### src/rtl/abs_jump_pkg.sv
package abs_jump_pkg;
  localparam int WORD_W     = 16;
  localparam int LO_W       = 8;
  localparam int OPEN_TAG_W = WORD_W - LO_W;
  localparam int CONT_TAG_W = 4;
  localparam logic [OPEN_TAG_W-1:0] OPEN_TAG = 8'hEF;
  localparam logic [CONT_TAG_W-1:0] CONT_TAG = 4'hF;

  typedef enum logic [1:0] {
    WORD_PLAIN = 2'd0,
    WORD_OPEN  = 2'd1,
    WORD_CONT  = 2'd2,
    WORD_BAD   = 2'd3
  } word_kind_e;
endpackage

### src/rtl/abs_jump_rst_sync.sv
module abs_jump_rst_sync #(
  parameter int STAGES = 2
) (
  input  logic clk,
  input  logic rst_n,
  output logic rst_sync_n
);
  logic [STAGES-1:0] chain_q;

  always_ff @(posedge clk or negedge rst_n) begin
    if (!rst_n) chain_q <= '0;
    else        chain_q <= {chain_q[STAGES-2:0], 1'b1};
  end

  assign rst_sync_n = chain_q[STAGES-1];
endmodule

### src/rtl/abs_jump_decode.sv
module abs_jump_decode
  import abs_jump_pkg::*;
(
  input  logic [WORD_W-1:0] word_i,
  input  logic              pend_i,
  output word_kind_e        kind_o
);
  logic open_hit;
  logic cont_hit;

  assign open_hit = (word_i[WORD_W-1 -: OPEN_TAG_W] == OPEN_TAG);
  assign cont_hit = (word_i[WORD_W-1 -: CONT_TAG_W] == CONT_TAG);

  always_comb begin
    if (pend_i) kind_o = cont_hit ? WORD_CONT : WORD_BAD;
    else        kind_o = open_hit ? WORD_OPEN : WORD_PLAIN;
  end
endmodule

### src/rtl/abs_jump_pc.sv
module abs_jump_pc #(
  parameter int PC_W = 21,
  localparam int LIT_W = PC_W - 1
) (
  input  logic             clk,
  input  logic             rst_n,
  input  logic             en_i,
  input  logic             load_i,
  input  logic [LIT_W-1:0] target_i,
  output logic [PC_W-1:0]  pc_o
);
  localparam logic [PC_W-1:0] STEP = PC_W'(2);

  logic [PC_W-1:0] pc_q;
  logic [PC_W-1:0] pc_d;

  always_comb begin
    pc_d = pc_q;
    if (en_i) begin
      if (load_i) pc_d = {target_i, 1'b0};
      else        pc_d = pc_q + STEP;
    end
  end

  always_ff @(posedge clk or negedge rst_n) begin
    if (!rst_n) pc_q <= '0;
    else        pc_q <= pc_d;
  end

  assign pc_o = pc_q;
endmodule

### src/rtl/abs_jump_unit.sv
module abs_jump_unit
  import abs_jump_pkg::*;
#(
  parameter int PC_W = 21,
  localparam int LIT_W = PC_W - 1,
  localparam int HI_W  = LIT_W - LO_W
) (
  input  logic              clk,
  input  logic              rst_n,
  input  logic [WORD_W-1:0] word_i,
  input  logic              word_valid_i,
  output logic [PC_W-1:0]   pc_o,
  output logic              flush_o,
  output logic              illegal_o
);
  logic            rst_sync_n;
  word_kind_e      kind;
  logic            pend_q, pend_d;
  logic [LO_W-1:0] lo_q, lo_d;
  logic            flush_q, flush_d;
  logic            ill_q, ill_d;
  logic            pc_load;

  abs_jump_rst_sync #(.STAGES(2)) u_rst (
    .clk(clk), .rst_n(rst_n), .rst_sync_n(rst_sync_n)
  );

  abs_jump_decode u_dec (
    .word_i(word_i), .pend_i(pend_q), .kind_o(kind)
  );

  always_comb begin
    pend_d  = pend_q;
    lo_d    = lo_q;
    flush_d = 1'b0;
    ill_d   = 1'b0;
    pc_load = 1'b0;
    if (word_valid_i) begin
      unique case (kind)
        WORD_OPEN: begin
          pend_d = 1'b1;
          lo_d   = word_i[LO_W-1:0];
        end
        WORD_CONT: begin
          pend_d  = 1'b0;
          pc_load = 1'b1;
          flush_d = 1'b1;
        end
        WORD_BAD: begin
          pend_d = 1'b0;
          ill_d  = 1'b1;
        end
        default: ;
      endcase
    end
  end

  always_ff @(posedge clk or negedge rst_sync_n) begin
    if (!rst_sync_n) begin
      pend_q  <= 1'b0;
      lo_q    <= '0;
      flush_q <= 1'b0;
      ill_q   <= 1'b0;
    end else begin
      pend_q  <= pend_d;
      lo_q    <= lo_d;
      flush_q <= flush_d;
      ill_q   <= ill_d;
    end
  end

  abs_jump_pc #(.PC_W(PC_W)) u_pc (
    .clk(clk), .rst_n(rst_sync_n), .en_i(word_valid_i), .load_i(pc_load),
    .target_i({word_i[HI_W-1:0], lo_q}), .pc_o(pc_o)
  );

  assign flush_o   = flush_q;
  assign illegal_o = ill_q;
endmodule

### config.mk
export PLATFORM = sky130hd
export DESIGN_NAME = abs_jump_unit
export DESIGN_NICKNAME = d
export VERILOG_FILES = /design/src/rtl/abs_jump_pkg.sv /design/src/rtl/abs_jump_rst_sync.sv /design/src/rtl/abs_jump_decode.sv /design/src/rtl/abs_jump_pc.sv /design/src/rtl/abs_jump_unit.sv
export SDC_FILE = /design/constraint.sdc
export NUM_CORES = 1
export LEC_CHECK = 0
export ABC_AREA = 1
export ABC_CLOCK_PERIOD_IN_PS = 1890
export BUFFER_PORTS_ARGS = -buffer_cell sky130_fd_sc_hd__buf_2
export CORE_MARGIN = 2
export CORE_UTILIZATION = 61
export CTS_BUF_LIST = sky130_fd_sc_hd__clkbuf_8
export CTS_CLUSTER_SIZE = 30
export DETAILED_ROUTE_END_ITERATION = 7
export PLACE_DENSITY = 0.86
export SLEW_MARGIN = 20
export SYNTH_ARGS = -nofsm -noshare
export SYNTH_HDL_FRONTEND = slang
export SYNTH_SLANG_ARGS = --single-unit
export TNS_END_PERCENT = 50
### constraint.sdc
create_clock -name clk -period 1.89 [get_ports clk]
set_input_delay 0.189 -clock clk [delete_from_list [all_inputs] [get_ports clk]]
set_output_delay 0.189 -clock clk [all_outputs]
set_load 0.02 [all_outputs]
==> Word-level counts from Yosys, hierarchy flattened <==
Cells that the tools add are included.
{ "classes": {"mux": 9, "n_eq_ne": 5, "n_reduce_logical": 4, "add_sub_neg": 1} }
{ "ops": {"columns": ["operator", "count"], "rows": [
  ["adder 21 x 2 -> 21 bit, second input constant", 1],
  ["2-to-1 mux 21 bit", 1],
  ["== test 8 bit, second input constant", 1],
  ["2-to-1 mux 1 bit", 6],
  ["== test 2 bit, second input constant", 2],
  ["== test 4 bit, second input constant", 1],
  ["AND reduction 2 bit", 2],
  ["== test 2 x 1 -> 1 bit, second input constant", 1],
  ["2-to-1 mux 2 bit", 1],
  ["one-hot mux 1 bit (2 select lines)", 1],
  ["nonzero test 2 bit", 1],
  ["OR reduction 2 bit", 1]
]} }
{ "word_totals": {"word_cells": 25, "inputBits": 19, "register_bits": 34} }

==> Depth between registers and ports, before layout <==
Gate-level depths: netlist of run 1.
{ "logic_depth": {"depth_word": 7, "ltp_mapped": 10, "depth_no_buf": 10} }

==> Modules after synthesis <==
From an unflattened synthesis of run 1, not the netlist that was laid out.
{ "unflattened": {"cells_unflattened": 289, "area_unflattened_um2": 2037.0} }
{ "modules_own_cells": {"columns": ["mod", "cells_per_inst", "area_each_um2", "n_inst"], "rows": [
  ["abs_jump_pc", 225, 1475.2, 1],
  ["abs_jump_unit", 48, 447.9, 1],
  ["abs_jump_decode", 13, 60.1, 1],
  ["abs_jump_rst_sync", 3, 53.8, 1]
]} }

==> Worst setup path after synthesis of run 1 <==
Ideal clock, no wire load.
{ "synth_path": {"path_type": "flip-flop to flip-flop", "startpoint": "reg u_pc.pc_q[1], in the netlist u_pc.pc_o[1]", "endpoint": "reg u_pc.pc_q[17], in the netlist u_pc.pc_o[17]", "stages_incl_launch_ff": 11, "arrival_ps": 1356, "slack_ps": 418, "period_less_slack_ps": 1472, "cell_sequence": "dfrtp_1 > ha_1 > nand2_1 > nor2_2 > nand2_1 > clkinv_1 > nand2_1 > nand2_1 > nand3_1 > nand2_1 > nand2_1"} }
{ "synth_via": {"elab_chain_cells": 2} }
{ "synth_lines": {"columns": ["element", "line", "source"], "rows": [
  ["from (decl)", "abs_jump_pc.sv:14", "logic [PC_W-1:0] pc_q;"],
  ["from (signal assigned)", "abs_jump_pc.sv:27", "else pc_q <= pc_d;"],
  ["adder 21 x 2 -> 21 bit", "abs_jump_pc.sv:21", "else pc_d = pc_q + STEP;"],
  ["2-to-1 mux 21 bit", "abs_jump_pc.sv:20", "if (load_i) pc_d = {target_i, 1'b0};"]
]} }
No other way between the ends.
A chain may end at the register's enable or synchronous reset.

==> Worst setup path in the final report of run 1 <==
{ "layout_path": {"startpoint": "reg u_pc.pc_q[1], in the netlist u_pc.pc_o[1]", "endpoint": "reg u_pc.pc_q[19], in the netlist u_pc.pc_o[19]"} }
The elaborated chain is that of the path after synthesis.

==> metrics, run 1 <==
Post-Syn Nets=295; Post-synth EDFFs=0; port bufs=40; Seq. cell area=826 um2; Post-synth top cells=nand2_1, dfrtp_1, inv_1, nand3_1, nor2_1; max frequency=0.651 GHz; Final nets=338; Hold Path Class=primary input to flip-flop; clk_lat worst skew=300 ps; Yosys warning count=0; Critical Path AT=1720 ps; die width=61.5 um; Yosys reg bits=33; Total Routing Usage GR=27.7%; Post-synth ARST share=100%; GP Congestion=a little under 0.9; dpl ws=400 ps; capturing element type of the critical path=flip-flop; most used cell, CP=nand2_1; die height=around 61 um; Vias/cell=5.22; Final setup viols=0; core area=3100 um2; row count=20; DRT Wirelength=around 4700 um; CTS H-tree lvls=2; vias=1895; DR WL/cell=12.8 um; slowest CP cell=dfrtp_1; max_cap viols=0; Detail Placement HPWL=roughly 3400 um; maximum vdd drop=0.000744 V; layout cell share with drive strength beyond 1=23.8%; RSZ-0062 raised after global routing=no; Crit path required time=~2100 ps; TritonCTS Buffers=5; worst reg2reg path startpoint=u_pc.pc_o[1]; PD cells=slightly above 1000 nW/um2; vias in the first global route=1672; syn avg cell area=about 7.3 um2; status=finished, final reports clean; Initial DRC Count=between 100 and 150; Hold Vio Cnt, Final=0; Overflow after GRT=0; CP Launch Type=flip-flop; CP Max Fanout=6; Layout area overhead=17.2%; Crit path max-delay family=simple AND/OR/NAND/NOR gates; CP Cell Sequence=ha_1 > nand2_1 > nor2_2 > nand3_2 > o21ai_1 > nand3_1 > nand2_1 > nand2_1; top-area cell type share of the netlist area=slightly above 40%; root buf cell=clkbuf_8; Inserted Diodes=0; TritonCTS clock tree=yes; Crit path largest cell delay=440 ps; Hold Startpoint=word_i[0]; Routed Antenna Nets=0; fin. max-slew vios=0; clk slew on worst S/H paths=about 70 ps; antenna violations before repair=0; Setup crit start=u_pc.pc_o[1]; cell area after synthesis=roughly 2000 um2; leakage=1.23 nW; ys flop type=dfrtp_1; Initial Utilization=roughly two thirds; largest cells by area after synthesis=dfrtp_1, nand2_1, nand3_1, inv_1, nor2_1; most frequent cell after synthesis=nand2_1; Yosys cell types=34; global-route wire length before repair=around 7500 um; setup ws final=354 ps; area of the multi-input gates=997 um2; crit path time final=~1500 ps; Num Clock Sinks=33; CTS max path bufs=2; total die area=around 3800 um2; Synth Instances=275; I/O Pins=42; First-pass DRT Iterations=4; PostCTS Resize Cnt=0; fillers=269; CP bufs+invs=0; Synth area leader=dfrtp_1; sequential-to-total area share from yosys stat=between 40% and 50%; crit path kind=flip-flop to flip-flop; setup TNS=0 ps; fin crit share=81.3%; DRC=0; clk_skew=8.81 ps; largest net degree at the start of global routing=32
-- cells by family after synthesis --
group	share of synthesized area [%]
flip-flops	41.0
XOR/XNOR	0.435
AO/OA/AOI/OAI	10.4
buffers and inverters	9.45
adder cells (fa/ha/maj)	0.621
other	0.373
AND/OR/NAND/NOR	37.7
-- cell usage in the layout (no fill, tap or decap), drive strengths merged, types with 3 or more instances in the layout --
| cell type | n |
|---|---|
| nand2 | 96 |
| buf | 45 |
| dfrtp | 33 |
| inv | 28 |
| nand3 | 28 |
| nor2 | 27 |
| o21ai | 19 |
| a21oi | 6 |
| clkbuf | 6 |
| nand3b | 4 |
| nand4 | 4 |
| o22ai | 3 |
-- flip-flops by register name, indices dropped and copies added (netlist names) --
signal and cells:
u_pc.pc_o 20, lo_q 8, u_rst.chain_q 2, flush_o 1, illegal_o 1, pend_q 1
-- metrics by stage --
| step | util (%) | total power [W] | area [um2] | std cells | hold slack (ps) |
|---|---|---|---|---|---|
| floorplan | - | 0.00146 | 2010 | 275 | -107 |
| global placement | 71.8 | 0.00168 | 2230 | 354 | -26.8 |
| detailed placement | 71.8 | 0.00169 | 2230 | 354 | -25.5 |
| CTS | 76.0 | 0.00240 | 2360 | 363 | 146 |
| global route | 76.0 | 0.00253 | 2360 | 363 | 164 |
| finish | 76.0 | 0.00240 | 2360 | 363 | 150 |
-- per-layer routing --
layer / GRT usage (%) / part of all wire (%) / vias up / wire length [um]
met2: 43.0 / 47 / 73 / 2200
met1: 37.5 / 45 / 852 / 2080
met3: 7.56 / 6.9 / 5 / 323
met4: 9.73 / 1.3 / 0 / 60
li1: - / - / 965 / -
met5: 0 / 0 / - / 0
-- worst register-to-register path: cells and delay by family, from the launching register on --
family	cells	cell delay, ps
AOI/OAI and AO/OA	1	150
adders and majority gates	1	220
and+or+nand+nor	6	620
DFF	1	440
-- layout make-up --
cell class / instances / area share (%)
multi-input cells: 202 / 42.3
flip-flops and latches: 33 / 35.0
repair buffers: 46 / 10.5
inverters: 30 / 4.77
clock buffers: 6 / 3.50
well taps: 44 / 2.33
clock inverters: 2 / 1.59
-- timing repair --
action	in CTS	in global routing
endpoints found under the setup margin	0	0
hold endpoints to repair	2	0
hold buffers	1	0
buffers inserted	0	0
-- power by group --
| part | switching, W | internal (W) | total, W |
|---|---|---|---|
| registers | 0.000176 | 0.000825 | 0.00100 |
| clock network | 0.000273 | 0.000428 | 0.000701 |
| logic | 0.000446 | 0.000251 | 0.000697 |
-- worst paths after layout --
| check | to | slack (ps) | cells past startpoint |
|---|---|---|---|
| worst max-delay path | u_pc.pc_o[19] | 350 | 8 |
| worst min-delay path | lo_q[0] | 150 | 3 |
| worst max register to register | u_pc.pc_o[19] | 350 | 8 |
| worst min register to register | lo_q[0] | 260 | 1 |
| max in group asynchronous | u_pc.pc_o[19] | 1340 | 1 |
| min in group asynchronous | u_rst.chain_q[1] | 230 | 2 |
Power figures use the tool's default switching activity.
==> inputs of run 2 (changes only) <==
ABC_AREA = 0   (was 1)
ABC_CLOCK_PERIOD_IN_PS = 1300   (was 1890)
CORE_UTILIZATION = 50   (was 61)
PLACE_DENSITY = 0.76   (was 0.86)
clock period = 1.3 ns   (was 1.89 ns; I/O delays follow)
==> metrics, run 2 <==
DRC=0; vias=around 2.0k; Inserted Diodes=0; failing checks=negative setup slack; Yosys cell types=51; core area=3390 um2; largest cells by area after synthesis=dfrtp_1, mux2_2, a21oi_1, o22ai_1, o211ai_1; vias in the first global route=1936; fin crit share=118%; Critical Path AT=1680 ps; clk slew on worst S/H paths=70 ps; dpl ws=-243 ps; top-area cell type share of the netlist area=a little under half; Initial Utilization=between 50% and 60%; Crit path required time=1440 ps; Post-Syn Nets=195; Post-synth EDFFs=0; Switch Pwr=0.00116 W; Initial DRC Count=229; Overflow after GRT=0; total die area=4090 um2; Synth Instances=175; Final setup viols=28; global-route wire length before repair=9160 um; Hold Vio Cnt, Final=0; Yosys warning count=0; CP Max Fanout=6; Logic pwr share=between 30% and 40%; internal power=0.00216 W; cell area after synthesis=1800 um2; TritonCTS Buffers=5; most frequent cells in the layout=buf_4, buf_2, dfrtp_1; clk_lat worst skew=290 ps; setup ws final=-238 ps; Hold Path Class=primary input to flip-flop; maximum vdd drop=about 0.00094 V; row count=21; DR WL/cell=19.5 um; Routed Antenna Nets=0; most common cell after layout, fill and taps aside=buf_4; TritonCTS clock tree=yes; Crit path largest cell delay=between 400 and 500 ps; fin. max-slew vios=0; Vias/cell=6.36; CP Cell Sequence=ha_4 > and3_4 > nand2_4 > o311ai_1 > o211ai_1; Post-synth top cells=dfrtp_1, a21oi_1, nand2_1, mux2_2, o22ai_1; PD cells=1230 nW/um2; slowest CP cell=dfrtp_2; First-pass DRT Iterations=4; die width=63.9 um; Layout area overhead=49.7%; largest net degree at the start of global routing=32; sequential-to-total area share from yosys stat=46.0%; die height=63.9 um; most frequent cell after synthesis=dfrtp_1; number of flip-flops under the largest register name=20; Clk pwr share=23.7%; crit path time final=1540 ps; antenna violations before repair=0; leakage=approximately 1.2 nW; Post-synth ARST share=100%; setup TNS=-3070 ps; Final nets=282; Total Routing Usage GR=29.4%; sequential share of power=between 30% and 40%; max frequency=0.650 GHz; status=finished with violations; switching share of power=34.9%; clk_skew=8.35 ps; Synth area leader=dfrtp_1; port bufs=40; Detail Placement HPWL=~3800 um; GP Congestion=about 0.9; root buf cell=clkbuf_8; CP Launch Type=flip-flop; Yosys reg bits=33; I/O Pins=42; CTS max path bufs=2; syn avg cell area=10.3 um2; RSZ-0062 raised after global routing=yes; layout cell share with drive strength beyond 1=56.7%; CTS H-tree lvls=2; Num Clock Sinks=33; ys flop type=dfrtp_1; DRT Wirelength=6010 um; crit path kind=flip-flop to flip-flop; max_cap viols=0; capturing element type of the critical path=flip-flop
==> run 2: per-layer routing <==
| layer | vias up | global-route usage [%] | share of wire, % | wire (um) |
|---|---|---|---|---|
| met5 | - | 0 | 0 | 0 |
| met2 | 123 | 48.3 | 51 | 3060 |
| met1 | 957 | 34.7 | 38 | 2260 |
| met4 | 0 | 15.5 | 3.8 | 227 |
| met3 | 26 | 8.27 | 7.7 | 463 |
| li1 | 858 | - | - | - |
==> run 2: cells by family (layout without fill, tap and decap cells) <==
family	count (synthesis)	in the layout	synth area share [%]
mux	8	8	5.01
buf+inv	17	105	5.57
compound gates	55	55	21.2
fa+ha+maj	1	1	0.696
simple gates	59	59	21.1
other cells	2	2	0.418
flops	33	33	46.0
==> run 2: power groups by stage <==
stage | Clock (W) | Combinational (W) | Sequential [W]
after floorplan | 0 | 0.000354 | 0.00146
after global placement | 0 | 0.000942 | 0.00127
after detailed placement | 0 | 0.000985 | 0.00129
after CTS | 0.000795 | 0.00108 | 0.00126
after global routing | 0.000848 | 0.00132 | 0.00130
final | 0.000786 | 0.00124 | 0.00128
==> run 2: critical path: cells and delay by family, from the launching register on <==
kind | cells | cell delay (ps)
AOI/OAI and AO/OA | 2 | 510
DFF | 1 | 410
and+or+nand+nor | 2 | 300
adders and majority gates | 1 | 150
==> run 2: layout make-up <==
cell class / instances / area, um2
Multi-Input combinational cell: 125 / 1030
Sequential cell: 33 / 838
Fill cell: 196 / 701
Timing Repair Buffer: 91 / 643
Clock buffer: 6 / 82.6
Tap cell: 46 / 57.6
Inverter: 6 / 27.5
Clock inverter: 2 / 7.51
==> run 2: worst paths after layout <==
kind                                   from          endpoint  slack, ps  cells past startpoint
max                            u_pc.pc_o[2]     u_pc.pc_o[15]       -240                      5
min                               word_i[3]           lo_q[3]         90                      2
max reg2reg                    u_pc.pc_o[2]     u_pc.pc_o[15]       -240                      5
min reg2reg                u_rst.chain_q[1]           lo_q[2]        260                      1
max in group asynchronous  u_rst.chain_q[1]            pend_q        700                      1
min in group asynchronous             rst_n  u_rst.chain_q[0]        140                      2
==> run 2: stage by stage <==
step	cell area (um2)	utilization (%)	hold slack, ps	total power, W	cells
2_1_floorplan	1840	-	-166	0.00181	175
3_3_place_gp	2310	68.2	-85.8	0.00222	289
3_5_place_dp	2310	68.2	-84.2	0.00227	289
4_1_cts	2520	74.5	90.5	0.00313	305
5_1_grt	2690	79.3	91.8	0.00347	309
6_report	2690	79.3	93.9	0.00331	309
==> run 2: what timing repair did <==
item                                    in CTS  in global routing
setup buffers                                6                  4
pin swaps                                   21                 12
resized for setup                           22                 34
hold buffers                                 1                  0
hold endpoints to repair                     2                  0
gates cloned                                 1                  0
endpoints found under the setup margin      28                 30
